## src/rtl/gpio_edge_pkg.sv

```systemverilog
package gpio_edge_pkg;

    localparam int PORT_W   = 8;
    localparam int LVL_W    = 3;
    localparam int VEC_W    = 8;
    localparam int ADDR_W   = 4;
    localparam int SYNC_N   = 2;
    localparam logic [VEC_W-1:0] VEC_RESET = 8'h0F;

    typedef enum logic [1:0] {
        EDGE_OFF  = 2'b00,
        EDGE_FALL = 2'b01,
        EDGE_RISE = 2'b10,
        EDGE_BOTH = 2'b11
    } edge_mode_e;

    typedef enum logic [ADDR_W-1:0] {
        RA_DATA    = 4'd0,
        RA_DATA_B  = 4'd1,
        RA_DIR     = 4'd2,
        RA_FUNC    = 4'd3,
        RA_ESEL_LO = 4'd4,
        RA_ESEL_HI = 4'd5,
        RA_FLAGS   = 4'd6,
        RA_LEVEL   = 4'd7,
        RA_VECTOR  = 4'd8
    } reg_addr_e;

    typedef struct packed {
        logic [PORT_W-1:0]   latch;
        logic [PORT_W-1:0]   dir;
        logic [PORT_W-1:0]   func;
        logic [2*PORT_W-1:0] esel;
        logic [LVL_W-1:0]    level;
        logic [VEC_W-1:0]    vector;
    } port_cfg_t;

    function automatic logic edge_hit(input logic [1:0] mode, input logic cur, input logic prev);
        case (edge_mode_e'(mode))
            EDGE_FALL: edge_hit = prev & ~cur;
            EDGE_RISE: edge_hit = cur & ~prev;
            EDGE_BOTH: edge_hit = cur ^ prev;
            default:   edge_hit = 1'b0;
        endcase
    endfunction

    function automatic logic is_data_addr(input logic [ADDR_W-1:0] a);
        is_data_addr = (a == RA_DATA) || (a == RA_DATA_B);
    endfunction

endpackage

```

## src/rtl/gpio_sync.sv

```systemverilog
module gpio_sync #(
    parameter int W      = 8,
    parameter int STAGES = 2
) (
    input  logic         clk,
    input  logic         rst,
    input  logic [W-1:0] d,
    output logic [W-1:0] q
);
    logic [W-1:0] stage [STAGES];

    always_ff @(posedge clk) begin
        if (rst) stage[0] <= '0;
        else     stage[0] <= d;
    end

    generate
        for (genvar s = 1; s < STAGES; s++) begin : g_stage
            always_ff @(posedge clk) begin
                if (rst) stage[s] <= '0;
                else     stage[s] <= stage[s-1];
            end
        end
    endgenerate

    assign q = stage[STAGES-1];
endmodule

```

## src/rtl/gpio_edge_flags.sv

```systemverilog
module gpio_edge_flags
    import gpio_edge_pkg::*;
#(
    parameter int W = PORT_W
) (
    input  logic           clk,
    input  logic           rst,
    input  logic [W-1:0]   pin_s,
    input  logic [2*W-1:0] esel,
    input  logic [W-1:0]   edge_en,
    input  logic [W-1:0]   clr_req,
    output logic [W-1:0]   flags
);
    logic [W-1:0] prev;
    logic [W-1:0] hit;

    always_ff @(posedge clk) begin
        if (rst) prev <= '0;
        else     prev <= pin_s;
    end

    generate
        for (genvar i = 0; i < W; i++) begin : g_pin
            assign hit[i] = edge_en[i] & edge_hit(esel[2*i+1:2*i], pin_s[i], prev[i]);

            always_ff @(posedge clk) begin
                if (rst)             flags[i] <= 1'b0;
                else if (hit[i])     flags[i] <= 1'b1;
                else if (clr_req[i]) flags[i] <= 1'b0;
            end


            flag_src_chk: assert property (@(posedge clk) disable iff (rst)
                $rose(flags[i]) |-> $past(edge_en[i] && (pin_s[i] != prev[i])));


            flag_clear_chk: assert property (@(posedge clk) disable iff (rst)
                $fell(flags[i]) |-> $past(clr_req[i]));
        end
    endgenerate
endmodule

```

## src/rtl/gpio_irq_vec.sv

```systemverilog
module gpio_irq_vec
    import gpio_edge_pkg::*;
(
    input  logic             clk,
    input  logic             rst,
    input  logic             flag_any,
    input  logic [LVL_W-1:0] level,
    input  logic [VEC_W-1:0] vector,
    input  logic             iack,
    input  logic [LVL_W-1:0] iack_level,
    output logic [LVL_W-1:0] irq_level,
    output logic [VEC_W-1:0] vec_out,
    output logic             vec_valid
);
    always_comb begin
        irq_level = (flag_any && level != '0) ? level : '0;
        vec_valid = iack && (irq_level != '0) && (iack_level == irq_level);
        vec_out   = vec_valid ? vector : '0;
    end


    vec_match_chk: assert property (@(posedge clk) disable iff (rst)
        vec_valid |-> (iack && iack_level == level && flag_any));


    irq_quiet_chk: assert property (@(posedge clk) disable iff (rst)
        (level == '0) |-> (irq_level == '0 && !vec_valid));
endmodule

```

## src/rtl/gpio_edge_port.sv

```systemverilog
module gpio_edge_port
    import gpio_edge_pkg::*;
(
    input  logic              clk,
    input  logic              rst,
    input  logic [ADDR_W-1:0] reg_addr,
    input  logic              reg_wr,
    input  logic              reg_rd,
    input  logic [7:0]        reg_wdata,
    output logic [7:0]        reg_rdata,
    input  logic [PORT_W-1:0] pin_in,
    output logic [PORT_W-1:0] pin_out,
    output logic [PORT_W-1:0] pin_oe,
    output logic [LVL_W-1:0]  irq_level,
    input  logic              iack,
    input  logic [LVL_W-1:0]  iack_level,
    output logic [VEC_W-1:0]  vec_out,
    output logic              vec_valid
);
    localparam int ESEL_W = 2 * PORT_W;

    port_cfg_t          cfg;
    logic [PORT_W-1:0]  pin_s;
    logic [PORT_W-1:0]  flags;
    logic [PORT_W-1:0]  armed;
    logic [PORT_W-1:0]  clr_req;
    logic [PORT_W-1:0]  latch_sel;
    logic               wr_flags;

    gpio_sync #(.W(PORT_W), .STAGES(SYNC_N)) u_sync (
        .clk (clk),
        .rst (rst),
        .d   (pin_in),
        .q   (pin_s)
    );

    assign wr_flags = reg_wr && (reg_addr == RA_FLAGS);
    assign clr_req  = wr_flags ? (armed & ~reg_wdata[PORT_W-1:0]) : '0;

    gpio_edge_flags #(.W(PORT_W)) u_flags (
        .clk     (clk),
        .rst     (rst),
        .pin_s   (pin_s),
        .esel    (cfg.esel),
        .edge_en (cfg.func),
        .clr_req (clr_req),
        .flags   (flags)
    );

    gpio_irq_vec u_irq (
        .clk        (clk),
        .rst        (rst),
        .flag_any   (|flags),
        .level      (cfg.level),
        .vector     (cfg.vector),
        .iack       (iack),
        .iack_level (iack_level),
        .irq_level  (irq_level),
        .vec_out    (vec_out),
        .vec_valid  (vec_valid)
    );

    // Register writes
    always_ff @(posedge clk) begin
        if (rst) begin
            cfg        <= '0;
            cfg.vector <= VEC_RESET;
        end else if (reg_wr) begin
            case (reg_addr)
                RA_DATA, RA_DATA_B: cfg.latch <= reg_wdata[PORT_W-1:0];
                RA_DIR:             cfg.dir   <= reg_wdata[PORT_W-1:0];
                RA_FUNC:            cfg.func  <= reg_wdata[PORT_W-1:0];
                RA_ESEL_LO:         cfg.esel[ESEL_W/2-1:0]      <= reg_wdata;
                RA_ESEL_HI:         cfg.esel[ESEL_W-1:ESEL_W/2] <= reg_wdata;
                RA_LEVEL:           cfg.level <= reg_wdata[LVL_W-1:0];
                RA_VECTOR:          cfg.vector <= reg_wdata[VEC_W-1:0];
                default: ;
            endcase
        end
    end

    // Clear arming: a read records which flags were seen set
    always_ff @(posedge clk) begin
        if (rst)                                   armed <= '0;
        else if (wr_flags)                         armed <= armed & reg_wdata[PORT_W-1:0];
        else if (reg_rd && reg_addr == RA_FLAGS)   armed <= flags;
    end

    // Pin drive and read-back
    assign pin_out   = cfg.latch;
    assign pin_oe    = cfg.dir & ~cfg.func;
    assign latch_sel = cfg.dir | cfg.func;

    always_comb begin
        reg_rdata = '0;
        if (is_data_addr(reg_addr)) begin
            reg_rdata = (pin_s & ~latch_sel) | (cfg.latch & latch_sel);
        end else begin
            case (reg_addr)
                RA_DIR:     reg_rdata = cfg.dir;
                RA_FUNC:    reg_rdata = cfg.func;
                RA_ESEL_LO: reg_rdata = cfg.esel[ESEL_W/2-1:0];
                RA_ESEL_HI: reg_rdata = cfg.esel[ESEL_W-1:ESEL_W/2];
                RA_FLAGS:   reg_rdata = flags;
                RA_LEVEL:   reg_rdata = {{(8-LVL_W){1'b0}}, cfg.level};
                RA_VECTOR:  reg_rdata = cfg.vector;
                default:    reg_rdata = '0;
            endcase
        end
    end


    latch_wr_chk: assert property (@(posedge clk) disable iff (rst)
        (reg_wr && is_data_addr(reg_addr)) |=> (pin_out == $past(reg_wdata)));


    func_drv_off_chk: assert property (@(posedge clk) disable iff (rst)
        (reg_wr && reg_addr == RA_FUNC) |=> ((pin_oe & $past(reg_wdata)) == '0));


    irq_drop_chk: assert property (@(posedge clk) disable iff (rst)
        (flags == '0) |-> (irq_level == '0));
endmodule

```

## config.mk

```make
export PLATFORM = sky130hd
export DESIGN_NAME = gpio_edge_port
export DESIGN_NICKNAME = d
export VERILOG_FILES = /design/src/rtl/gpio_edge_pkg.sv /design/src/rtl/gpio_sync.sv /design/src/rtl/gpio_edge_flags.sv /design/src/rtl/gpio_irq_vec.sv /design/src/rtl/gpio_edge_port.sv
export SDC_FILE = /design/constraint.sdc
export NUM_CORES = 1
export LEC_CHECK = 0
export BUFFER_PORTS_ARGS = -buffer_cell sky130_fd_sc_hd__buf_2
export CAP_MARGIN = 10
export CORE_ASPECT_RATIO = 1.2
export CORE_UTILIZATION = 54
export DETAILED_ROUTE_END_ITERATION = 16
export PLACE_DENSITY = 0.75
export SLEW_MARGIN = 20
export SYNTH_ARGS = -nofsm -noshare
export SYNTH_HDL_FRONTEND = slang
export SYNTH_SLANG_ARGS = --single-unit
```

## constraint.sdc

```tcl
create_clock -name clk -period 1.9 [get_ports clk]
set_input_delay 0.38 -clock clk [delete_from_list [all_inputs] [get_ports clk]]
set_output_delay 0.38 -clock clk [all_outputs]
set_load 0.02 [all_outputs]
```

==> impl_metrics.toml <==
[power_and_ir_drop]
pwr_density_cell_mw_per_mm2 = 614
leakage_nw = 2.52
comb_power_share_pct = 11.9
intPower_mw = 2.68
swShare_pct = 26.9
p_sw_mw = 0.987
clockPowerShare_pct = 34.4
pwr-share-seq_pct = 53.7
ir_drop_mv = 0.713

[status]
run_status = "finished with violations"
violations = "negative setup slack"

[cts]
clkSinkCount = 91
ctsHoldBuffers = 0
numCtsBuffers = 9
ctsHtreeMaxLevel = 3
clk_latency_ns = 0.37
ctsLongestPathBuffers = 2
cts_tree = "built"
cts_root_buffer = "clkbuf_8"
clkTransAtPathRegs_ns = 0.09

[routing]
vias_per_cell = 5.80
drtAntennaViolNets = 0
drt-wirelength-per-cell_um = 18.3
drtIter0Drc = 309
num_vias = 4425
wl_um = 13900
drtPass1Iterations = 6
drc = 0

[setup_path]
path_cells = "or3b_4 -> a211oi_2 -> o2111a_2 -> and2_1 -> buf_4"
path_max_fanout = 5
crit_type = "register to primary output"
crit_required_ns = 1.52
critPathLaunchType = "register"
cp-end-kind = "primary output"
path_buf_inv = 1
slowest_stage = "or3b_4"
arrival_ns = 1.91
max_stage_delay_ns = 0.40
cp_top_family = "simple AND/OR/NAND/NOR gates"

[sta]
holdWs_ns = 0.211
period_needed_ns = 2.29
tightest_slew_ns = 0.684
relSlewSlack_pct = 54.2
finalHoldViolCount = 0
finalClockSkew_ns = 0.00794
drv_slew = 0
setup_viol = 14
fmax_ghz = 0.437
rsz0062_at_grt = "true"
finalCritPeriodShare_pct = 120
setup_slack_ns = -0.387

[floorplan]
die_w_um = 87.1
ios = 64
die_area_mm2 = 0.00907
start_util_pct = 56.6
rows = 36
chipHeight_um = 104
core_mm2 = 0.00829

[synthesis]
synth.area.top_cells = "dfxtp_1 (39%), mux2i_1 (6.2%), nand2_1 (4.8%), nand2b_1 (4.4%), ha_1 (4.3%)"
syn_avg_cell_area_um2 = 8.52
yosys.area.top_type = "dfxtp_1"
syn_nets = 595
yosysTopAreaCellShare_pct = 38.8
synth-seq-cells = 91
synth.distinct_cells = 52
synth-seq-area-share_pct = 38.8
netlist_area_mm2 = 0.00469
ys.flop_type = "dfxtp_1"
synth_cells = 551
synth_edf_count = 0
yosysWarnings = 0
synth_async_sr_flop_share_pct = 0

[cells_and_area]
mostFrequentLayoutCell = "dfxtp_1"
syn_to_final_growth_pct = 27.1
nFillCells = 654
utilization_pct = 72.0
drive_gt1_share_pct = 32.5
nets = 688
layout_common_cells = "dfxtp_1 (70), nand2_1 (59), buf_4 (49)"
diodes = 0

[place]
gp_congestion = 0.927
dpl.hpwl_um = 9800
pre_cts_slack_ns = -0.139
portBuffers = 63

[global_routing]
met3_usage_pct = 5.40
grt_pass1_wl_um = 20700
grt_pass1_vias = 4003
use_met2_pct = 49.9
grt_overflow = 0
grt_use_met1_pct = 37.7
gr-max-usage-layer = "met2"
grt_max_degree = 92
grtUsageTotal_pct = 30.6
antenna_found_initial = 0

[flow_run]
drv.max_cap_violation_count = 0

[hold_path]
hold_class = "primary input to register"
==> what timing repair did <==
action	4_1_cts	5_1_grt
gates cloned	0	1
pin swaps	12	16
gates resized for setup	56	55
endpoints found under the setup margin	17	20
setup buffers	5	6
==> per-stage QoR <==
| stage | setup TNS [ns] | std cells | power [mW] | instance area [µm²] |
|---|---|---|---|---|
| final | -3.84 | 763 | 3.66 | 5970 |
| after global routing | -4.60 | 763 | 3.79 | 5970 |
| after floorplan | 0 | 551 | 2.24 | 4690 |
| after detailed placement | -1.63 | 735 | 2.40 | 5350 |
| after global placement | -1.22 | 735 | 2.39 | 5350 |
| after CTS | -3.68 | 756 | 3.65 | 5740 |
==> metal layers <==
layer / up-vias / wire, µm / share of wire (%)
li1: 2071 / - / -
met1: 2106 / 5620 / 40
met2: 196 / 6770 / 49
met3: 52 / 834 / 6.0
met4: 0 / 719 / 5.2
met5: - / 0 / 0
==> sequential cells by signal (all words and copies together) (netlist names) <==
register and cells:
armed 8, cfg 43, pin_out 8, u_flags.flags 8, u_flags.prev 8, u_sync.stage 16
==> cells by family after synthesis <==
family                     share of synthesized area (%)
AOI/OAI and AO/OA                                   16.6
xor gates and xnor gates                           0.373
adders and majority gates                           4.27
buffers and inverters                               6.61
DFF                                                 38.8
muxes                                               7.46
and+or+nand+nor                                     25.9
==> power by group through the flow <==
stage,Clock (mW),Combinational (mW),Sequential [mW]
finish,1.26,0.435,1.97
global route,1.36,0.458,1.97
CTS,1.28,0.402,1.97
detailed placement,0,0.379,2.02
global placement,0,0.371,2.01
floorplan,0,0.232,2.00
==> cells in the mapped netlist, types with 2 or more instances <==
cell,count
nor4b_4,2
and3_1,7
nand2_1,60
nor2b_1,30
buf_2,8
a31oi_1,4
mux2i_1,29
a21o_1,3
buf_4,13
nor2_4,2
or3b_2,2
mux2_2,4
nand2b_1,33
a32oi_1,2
a222oi_1,2
a21oi_1,38
dfxtp_1,91
nor2_1,48
clkbuf_1,15
and2_1,12
ha_1,16
nor4_1,3
a211o_1,4
o31ai_1,6
a22oi_1,7
xnor2_1,2
a22o_1,9
nand3_1,16
buf_6,2
inv_1,19
o21ai_0,30
a21boi_0,8
o211ai_1,4
buf_1,2
==> layout make-up <==
class / instances / area (µm²) / area share, %
Tap cell: 114 / 143 / 2.39
Clock buffer: 11 / 151 / 2.54
Clock inverter: 5 / 36.3 / 0.608
Inverter: 19 / 71.3 / 1.20
Sequential cell: 91 / 1870 / 31.3
Timing Repair Buffer: 122 / 965 / 16.2
Multi-Input combinational cell: 401 / 2740 / 45.8
==> path summary, 6_finish.rpt <==
check                          start                 end  slack [ns]  depth (start not counted)
hold reg to reg   u_sync.stage[0][2]  u_sync.stage[1][2]        0.43                          1
setup reg to reg  u_sync.stage[1][0]    u_flags.flags[0]        0.47                          7
setup / recovery             cfg[10]          vec_out[7]       -0.39                          5
hold / removal             pin_in[7]  u_sync.stage[0][7]        0.21                          2
Power figures use the tool's default switching activity.
